File: src/rtl/raster_pkg.sv
package raster_pkg;
  typedef struct packed {
    logic active;  // position inside visible span
    logic sync;    // position inside sync span
    logic rim;     // first or last visible position
  } axis_flags_t;

  localparam logic [2:0] RGB_BLACK = 3'b000;
  localparam logic [2:0] RGB_WHITE = 3'b111;
endpackage

File: src/rtl/raster_axis_ctr.sv
module raster_axis_ctr #(
  parameter int TOTAL = 800,
  localparam int W = $clog2(TOTAL)
) (
  input  logic         clk,
  input  logic         rst,
  input  logic         step,
  output logic [W-1:0] cnt
);
  localparam logic [W-1:0] LAST = W'(TOTAL - 1);

  always_ff @(posedge clk) begin
    if (rst)
      cnt <= '0;
    else if (step)
      cnt <= (cnt == LAST) ? '0 : cnt + 1'b1;
  end
endmodule

File: src/rtl/raster_axis_decode.sv
module raster_axis_decode
  import raster_pkg::*;
#(
  parameter int ACTIVE = 640,
  parameter int FRONT  = 16,
  parameter int SYNC   = 96,
  parameter int W      = 10
) (
  input  logic [W-1:0] pos,
  output axis_flags_t  flags
);
  localparam int SYNC_START = ACTIVE + FRONT;
  localparam int SYNC_STOP  = SYNC_START + SYNC;

  always_comb begin
    flags.active = int'(pos) < ACTIVE;
    flags.sync   = (int'(pos) >= SYNC_START) && (int'(pos) < SYNC_STOP);
    flags.rim    = (int'(pos) == 0) || (int'(pos) == ACTIVE - 1);
  end
endmodule

File: src/rtl/raster_out_reg.sv
module raster_out_reg
  import raster_pkg::*;
#(
  parameter int   HW    = 10,
  parameter int   VW    = 10,
  parameter int   XW    = 10,
  parameter int   YW    = 9,
  parameter bit   H_POL = 1'b0,
  parameter bit   V_POL = 1'b0
) (
  input  logic          clk,
  input  logic          rst,
  input  logic          border_on,
  input  axis_flags_t   hf,
  input  axis_flags_t   vf,
  input  logic [HW-1:0] hpos,
  input  logic [VW-1:0] vpos,
  output logic          hsync_o,
  output logic          vsync_o,
  output logic [2:0]    rgb_o,
  output logic          de_o,
  output logic [XW-1:0] x_o,
  output logic [YW-1:0] y_o,
  output logic          sof_o
);
  logic visible, on_ring, hs_lvl, vs_lvl;

  assign visible = hf.active && vf.active;
  assign on_ring = visible && (hf.rim || vf.rim);

  generate
    if (H_POL) begin : g_hs_high
      assign hs_lvl = hf.sync;
    end else begin : g_hs_low
      assign hs_lvl = ~hf.sync;
    end
    if (V_POL) begin : g_vs_high
      assign vs_lvl = vf.sync;
    end else begin : g_vs_low
      assign vs_lvl = ~vf.sync;
    end
  endgenerate

  always_ff @(posedge clk) begin
    if (rst) begin
      hsync_o <= ~H_POL;
      vsync_o <= ~V_POL;
      rgb_o   <= RGB_BLACK;
      de_o    <= 1'b0;
      x_o     <= '0;
      y_o     <= '0;
      sof_o   <= 1'b0;
    end else begin
      hsync_o <= hs_lvl;
      vsync_o <= vs_lvl;
      rgb_o   <= (border_on && on_ring) ? RGB_WHITE : RGB_BLACK;
      de_o    <= visible;
      x_o     <= visible ? hpos[XW-1:0] : '0;
      y_o     <= visible ? vpos[YW-1:0] : '0;
      sof_o   <= (hpos == '0) && (vpos == '0);
    end
  end
endmodule

File: src/rtl/raster_timing_gen.sv
module raster_timing_gen
  import raster_pkg::*;
#(
  parameter int H_ACTIVE   = 640,
  parameter int H_FRONT    = 16,
  parameter int H_SYNC     = 96,
  parameter int H_BACK     = 48,
  parameter int V_ACTIVE   = 480,
  parameter int V_FRONT    = 11,
  parameter int V_SYNC     = 2,
  parameter int V_BACK     = 31,
  parameter bit H_SYNC_POL = 1'b0,
  parameter bit V_SYNC_POL = 1'b0,
  localparam int XW = $clog2(H_ACTIVE),
  localparam int YW = $clog2(V_ACTIVE)
) (
  input  logic          clk,
  input  logic          rst,
  input  logic          border_on,
  output logic          hsync_o,
  output logic          vsync_o,
  output logic [2:0]    rgb_o,
  output logic          de_o,
  output logic [XW-1:0] x_o,
  output logic [YW-1:0] y_o,
  output logic          sof_o
);
  localparam int H_TOTAL = H_ACTIVE + H_FRONT + H_SYNC + H_BACK;
  localparam int V_TOTAL = V_ACTIVE + V_FRONT + V_SYNC + V_BACK;
  localparam int HW = $clog2(H_TOTAL);
  localparam int VW = $clog2(V_TOTAL);

  logic [HW-1:0] hcnt;
  logic [VW-1:0] vcnt;
  logic          line_end;
  axis_flags_t   hflags, vflags;

  assign line_end = (hcnt == HW'(H_TOTAL - 1));

  raster_axis_ctr #(.TOTAL(H_TOTAL)) u_hctr (
    .clk(clk), .rst(rst), .step(1'b1), .cnt(hcnt)
  );

  raster_axis_ctr #(.TOTAL(V_TOTAL)) u_vctr (
    .clk(clk), .rst(rst), .step(line_end), .cnt(vcnt)
  );

  raster_axis_decode #(.ACTIVE(H_ACTIVE), .FRONT(H_FRONT), .SYNC(H_SYNC), .W(HW)) u_hdec (
    .pos(hcnt), .flags(hflags)
  );

  raster_axis_decode #(.ACTIVE(V_ACTIVE), .FRONT(V_FRONT), .SYNC(V_SYNC), .W(VW)) u_vdec (
    .pos(vcnt), .flags(vflags)
  );

  raster_out_reg #(
    .HW(HW), .VW(VW), .XW(XW), .YW(YW), .H_POL(H_SYNC_POL), .V_POL(V_SYNC_POL)
  ) u_out (
    .clk(clk), .rst(rst), .border_on(border_on),
    .hf(hflags), .vf(vflags), .hpos(hcnt), .vpos(vcnt),
    .hsync_o(hsync_o), .vsync_o(vsync_o), .rgb_o(rgb_o), .de_o(de_o),
    .x_o(x_o), .y_o(y_o), .sof_o(sof_o)
  );
endmodule

File: config.mk
export PLATFORM = sky130hd
export DESIGN_NAME = raster_timing_gen
export DESIGN_NICKNAME = d
export VERILOG_FILES = /design/src/rtl/raster_pkg.sv /design/src/rtl/raster_axis_ctr.sv /design/src/rtl/raster_axis_decode.sv /design/src/rtl/raster_out_reg.sv /design/src/rtl/raster_timing_gen.sv
export SDC_FILE = /design/constraint.sdc
export NUM_CORES = 1
export LEC_CHECK = 0
export BUFFER_PORTS_ARGS = -buffer_cell sky130_fd_sc_hd__buf_4
export CAP_MARGIN = 10
export CORE_MARGIN = 1
export CORE_UTILIZATION = 45
export CTS_CLUSTER_SIZE = 8
export DETAILED_ROUTE_END_ITERATION = 7
export GPL_TIMING_DRIVEN = 0
export PLACE_DENSITY = 0.71
export SYNTH_ARGS = -nofsm -noshare
export SYNTH_HDL_FRONTEND = slang
export SYNTH_SLANG_ARGS = --single-unit
File: constraint.sdc
create_clock -name clk -period 4.42 [get_ports clk]
set_input_delay 0.884 -clock clk [delete_from_list [all_inputs] [get_ports clk]]
set_output_delay 0.884 -clock clk [all_outputs]
set_load 0.01 [all_outputs]
======== Word level (Yosys, flattened, before mapping) ========
Index checks and enable logic that the tools add are counted.
storage, ports and cells
  bits in writable memories ............... 0
  output and inout bits ................... 26
  input bits .............................. 3
  flip-flop bits (word level) ............. 46
  memories ................................ 0
  word-level logic and storage cells ...... 41
  ROM bits ................................ 0
  latch bits .............................. 0
cells by class
  muxes and demuxes ....................... 2
  shift operators ......................... 0
  bitwise operators ....................... 3
  $add $sub $neg .......................... 2
  div/mod/pow operators ................... 0
  equal/unequal tests ..................... 4
  order comparisons ....................... 6
  multipliers ............................. 0
  reductions and logical operators ........ 15
operators with widths
  operator                 count
  $eq A10 B10 Y1 const B   4
  $logic_not A10 Y1        4
  $add A10 B1 Y10 const B  2
  $lt A10 B10 Y1 const B   2
  $lt A10 B9 Y1 const B    2
  $ge A10 B10 Y1 const B   1
  $ge A10 B9 Y1 const B    1
  $mux W10                 1
  $logic_and A1 B1 Y1      6
  $reduce_or A2 Y1         2
  $logic_or A1 B1 Y1       3
  $mux W3                  1
  $not A1 Y1               3

======== Longest topological paths before layout ========
  word-level depth ........................ 6
  depth in mapped cells ................... 7
  mapped depth without buffers ............ 5

======== Cells and area by module ========
Synthesis repeated with hierarchy kept, for this count alone.
unflattened totals
  cells, all modules ...................... 195
  area total of the unflattened synthesis .. 1896.8 um^2
by module, submodules not included
  module                        area an instance (um^2)  seq. area each (um^2)  times used  cells an instance
  raster_out_reg                706.9                    480.5                  1           60
  raster_axis_ctr at u_hctr     501.7                    200.2                  1           53
  raster_axis_ctr at u_vctr     488.0                    200.2                  1           52
  raster_axis_decode at u_vdec  87.6                     0.0                    1           14
  raster_axis_decode at u_hdec  81.3                     0.0                    1           12
  raster_timing_gen             31.3                     0.0                    1           4

======== Least setup slack after synthesis ========
Ideal clock, no wire load.
  path kind ............................... register -> register
  start point ............................. reg u_hctr.cnt[0]
  end point ............................... reg u_vctr.cnt[9]
  data arrival time ....................... 1.830 ns
  period minus slack after synthesis ...... 1.900 ns
  path slack .............................. 2.520 ns
  data required time ...................... 4.350 ns
  cell stages (with the launch flop) ...... 7
  buffers on the path ..................... 1
  setup time .............................. 0.070 ns
  cell sequence ........................... dfxtp_1 ha_1 nand3_2 buf_4 or4_1 or4_1 a21oi_1
on the way
  longest elaborated chain between the ends .. 1
RTL lines
  element                 line                     RTL
  from (decl)             raster_axis_ctr.sv:8     output logic [W-1:0] cnt
  from (signal assigned)  raster_axis_ctr.sv:16    cnt <= (cnt == LAST) ? '0 : cnt + 1'b1;
  $eq A10 B10 Y1          raster_timing_gen.sv:38  assign line_end = (hcnt == HW'(H_TOTAL - 1));
  to (signal assigned)    raster_axis_ctr.sv:16
  to (decl)               raster_axis_ctr.sv:8
Every way passes these cells.
A chain may end at the register's enable or synchronous reset.

======== Worst setup path in the final report ========
  start point ............................. reg u_hctr.cnt[0]
  end point ............................... reg u_vctr.cnt[5]
The elaborated chain is that of the path after synthesis.

==> impl_table.tex <==
\begin{tabular}{lr}
\hline
Metric & Value \\
\hline
\multicolumn{2}{l}{\textbf{Place}} \\
\quad Final weighted congestion of routability-driven global placement & 0.885 \\
\quad Area post-placement & between 2000 and 2500 um2 \\
\quad Detailed-placement wirelength estimate & between 2 and 2.5 mm \\
\quad Port Buf Inserts & 28 \\
\multicolumn{2}{l}{\textbf{CTS}} \\
\quad Total setup buffers inserted after CTS & 0 \\
\quad CTS clock-pin slew for the worst setup and hold paths & roughly 0.08 ns \\
\quad Clock latency reported for the late side of the worst-skew pair & 0.29 ns \\
\quad Number of buffers added by the clock tree synthesis step & 5 \\
\quad CTS Sinks & 44 \\
\quad Quantity of gates resized following cts & 0 \\
\quad Cell at the root of the clock tree & clkbuf\_8 \\
\quad Number of levels in the clock H-tree & 2 \\
\quad Count of hold-fix buffers inserted at cts & 0 \\
\quad Number of buffers between clock root and the deepest sink & 2 \\
\quad CTS tree & built \\
\multicolumn{2}{l}{\textbf{Job}} \\
\quad Max-capacitance violation count & 0 \\
\multicolumn{2}{l}{\textbf{Route}} \\
\quad Total number of vias & 1385 \\
\quad Total routed wirelength & approximately 3.2 mm \\
\quad Routed wire length per instance & $\sim$12 um \\
\quad Initial drt markers & just under 60 \\
\quad Number of nets with antenna violations after detailed routing & 0 \\
\quad Residual DRC count & 0 \\
\quad Via-per-instance ratio & a little over 5 \\
\quad First-pass DRT Iterations & 4 \\
\multicolumn{2}{l}{\textbf{Logic synthesis}} \\
\quad Number of synthesis warnings & 0 \\
\quad Cell accounting for the most synthesized area & dfxtp\_1 \\
\quad Post-synthesis net count & just under 200 \\
\quad Post-Syn Area & between 1500 and 2000 um2 \\
\quad Yosys top cell area share & 0.495 \\
\quad Synth Flop Type & dfxtp\_1 \\
\quad Syn Inst Count & $\sim$190 \\
\quad Average cell area after synthesis & about 9.5 um2 \\
\quad Commonest cells in the netlist & dfxtp\_1 (44), nor2\_1 (20), and2\_1 (14) \\
\quad Post-synth EDFFs & 0 \\
\quad Sequential fraction of the synthesis area & 0.495 \\
\quad Dominant cells by area after synthesis & dfxtp\_1 (50\%), and2\_1 (4.9\%), nor2\_1 (4.2\%), xnor2\_1 (3.9\%), ha\_1 (3.5\%) \\
\quad Synthesized flop and latch total & between 40 and 50 \\
\quad Most used standard cell by instance count after synthesis & dfxtp\_1 \\
\quad Synth cell types & 32 \\
\quad Post-synthesis async set-or-reset flop share & 0 \\
\multicolumn{2}{l}{\textbf{Critical path}} \\
\quad Worst reg2reg path startpoint & u\_hctr.cnt[0] \\
\quad Category of the critical setup timing path & reg2reg \\
\quad Data required time at the worst endpoint & $\sim$4.6 ns \\
\quad Max FO, Critical Path & 10 \\
\quad Startpoint type of the worst setup path & register \\
\quad Type of element capturing the critical path & register \\
\quad Worst R2R Path Depth & 7 \\
\quad Worst setup slack for register-to-register paths & between 2 and 2.5 ns \\
\quad Reg-to-Reg End & u\_vctr.cnt[5] \\
\quad Data arrival, critical path & between 2 and 2.5 ns \\
\multicolumn{2}{l}{\textbf{STA}} \\
\quad Post-route setup TNS & 0 ns \\
\quad Max-slew headroom & 0.543 \\
\quad Final hold violations & 0 \\
\quad Measured slew at the worst slew-check pin & between 0.6 and 0.7 ns \\
\quad Total setup violations reported at the end of the flow & 0 \\
\quad Fin crit period & between 2 and 2.5 ns \\
\quad Slew Limit Fails & 0 \\
\quad Setup skew after layout & 0.00523 ns \\
\quad Highest clock frequency the design can meet & between 0.4 and 0.5 GHz \\
\quad Share of the cycle needed by the critical path after routing & 0.481 \\
\quad Unrepaired setup endpoints after global routing & false \\
\multicolumn{2}{l}{\textbf{Global routing}} \\
\quad Final global-route overflow total & 0 \\
\quad Number of global-route vias before repair & approximately 1200 \\
\quad GRT Resource Usage Total & 0.178 \\
\quad Maximum number of pins on one net before global-route repair & 14 \\
\quad Antenna violations before repair & 0 \\
\quad First-pass GRT wire length & roughly 5.7 mm \\
\multicolumn{2}{l}{\textbf{Floorplanning}} \\
\quad Placement Rows & 22 \\
\quad Die W & between 60 and 70 um \\
\quad Vertical die dimension & around 65 um \\
\quad Effective utilization at floorplan & 0.479 \\
\quad Floorplan Core Area & between 3000 and 4000 um2 \\
\quad Die ar. & 4210 um2 \\
\quad Count of pins on the block boundary & 29 \\
\multicolumn{2}{l}{\textbf{Power and ir drop}} \\
\quad Leak & roughly 0.84 nW \\
\quad Max VDD drop & roughly 180 uV \\
\quad Pwr/cell area & 320 nW/um2 \\
\multicolumn{2}{l}{\textbf{Worst hold path}} \\
\quad Worst min-delay path class & reg2reg \\
\quad Cell count of the worst hold path & 1 \\
\quad Destination of the worst hold path & u\_hctr.cnt[0] \\
\quad Launch point of the worst hold path & u\_hctr.cnt[0] \\
\multicolumn{2}{l}{\textbf{Status}} \\
\quad Run status & completed \\
\multicolumn{2}{l}{\textbf{Cells and area}} \\
\quad Design Area, Final & about 2100 um2 \\
\quad Nets@finish & about 230 \\
\quad Share of layout cells above drive strength 1 & 0.201 \\
\quad Signed area change from the synthesized netlist to the final layout & 20.4\% \\
\quad Ant diodes & 0 \\
\hline
\end{tabular}
## placed cells by master (no fill, tap or decap), drive strengths merged
cell,count
a21oi,5
a41o,1
and2,14
and3,3
and4,1
buf,34
clkbuf,14
clkinv,2
dfxtp,44
ha,5
inv,8
mux2i,1
nand2,8
nand2b,2
nand3,7
nand3b,1
nand4,6
nand4b,3
nand4bb,1
nor2,20
nor3,7
nor4,10
nor4b,1
o21ai,2
o31ai,3
or3,2
or4,6
xnor2,8
xor2,5
## sequential cells by signal, summed over array words and instances, names as in the netlist
signal and count:
u_out.y_o 9, u_out.x_o 10, u_vctr.cnt 10, u_out.rgb_o 1
u_out.de_o 1, u_out.hsync_o 1, u_hctr.cnt 10, u_out.vsync_o 1
u_out.sof_o 1
## how the worst max path moves through the flow
stage	start	endpoint	slack, ns
floorplan	u_hctr.cnt[0]	u_vctr.cnt[9]	2.52
global placement	rst	u_out.x_o[9]	2.26
detailed placement	rst	u_out.y_o[7]	2.20
CTS	u_hctr.cnt[0]	u_vctr.cnt[5]	2.29
global route	u_hctr.cnt[0]	u_vctr.cnt[3]	2.11
finish	u_hctr.cnt[0]	u_vctr.cnt[5]	2.29
## logic make-up (layout without fill, tap and decap cells)
family,Yosys count,after routing,share of synthesized area
flops,44,44,0.495
xor+xnor,13,13,0.0640
mux,1,1,0.00563
simple gates,92,92,0.304
compound gates,11,11,0.0380
fa+ha+maj,5,5,0.0352
buf+inv,22,58,0.0584
## stage by stage
step / hold slack [ns] / power, mW / utilization / cells / setup slack (ns)
after global placement: 0.455 / 0.443 / 0.552 / 264 / 2.26
after global routing: 0.529 / 0.718 / 0.576 / 272 / 2.11
final: 0.478 / 0.686 / 0.576 / 272 / 2.29
after floorplan: 0.420 / 0.431 / - / 188 / 2.52
after detailed placement: 0.466 / 0.444 / 0.552 / 264 / 2.20
after CTS: 0.485 / 0.695 / 0.576 / 272 / 2.29
## critical path: stages (launching register included)
cell,delay (ns)
dfxtp_1,0.38
ha_1,0.23
nand3_2,0.10
buf_4,0.18
nor3_1,0.43
a41o_1,0.22
clkbuf_1,0.35
nor2_1,0.11
## report_power, final
group | total, mW | leakage, nW | switching, mW | internal, mW
Sequential | 0.405 | 0.356 | 0.00371 | 0.402
Clock | 0.252 | 0.0510 | 0.128 | 0.125
Combinational | 0.0286 | 0.435 | 0.0153 | 0.0133
Total | 0.686 | 0.843 | 0.147 | 0.540
## final cells by class
cell class              instances  area [um2]
multi-input cells             122         795
clock inverters                 2        10.0
clock buffers                   6        82.6
well taps                      48        60.1
inverters                       8        30.0
flip-flops and latches         44         881
plain buffers                  14        73.8
repair buffers                 28         210
fillers                       357        1570
## routing by layer
layer	vias to the layer above	part of all wire	GRT usage	wire length (um)
met5	-	0	0	0
met4	0	0.025	0.100	80
met3	7	0.046	0.0423	150
met1	626	0.50	0.233	1630
li1	715	-	-	-
met2	37	0.42	0.267	1380
No activity file was read; power rests on OpenSTA's default activity.
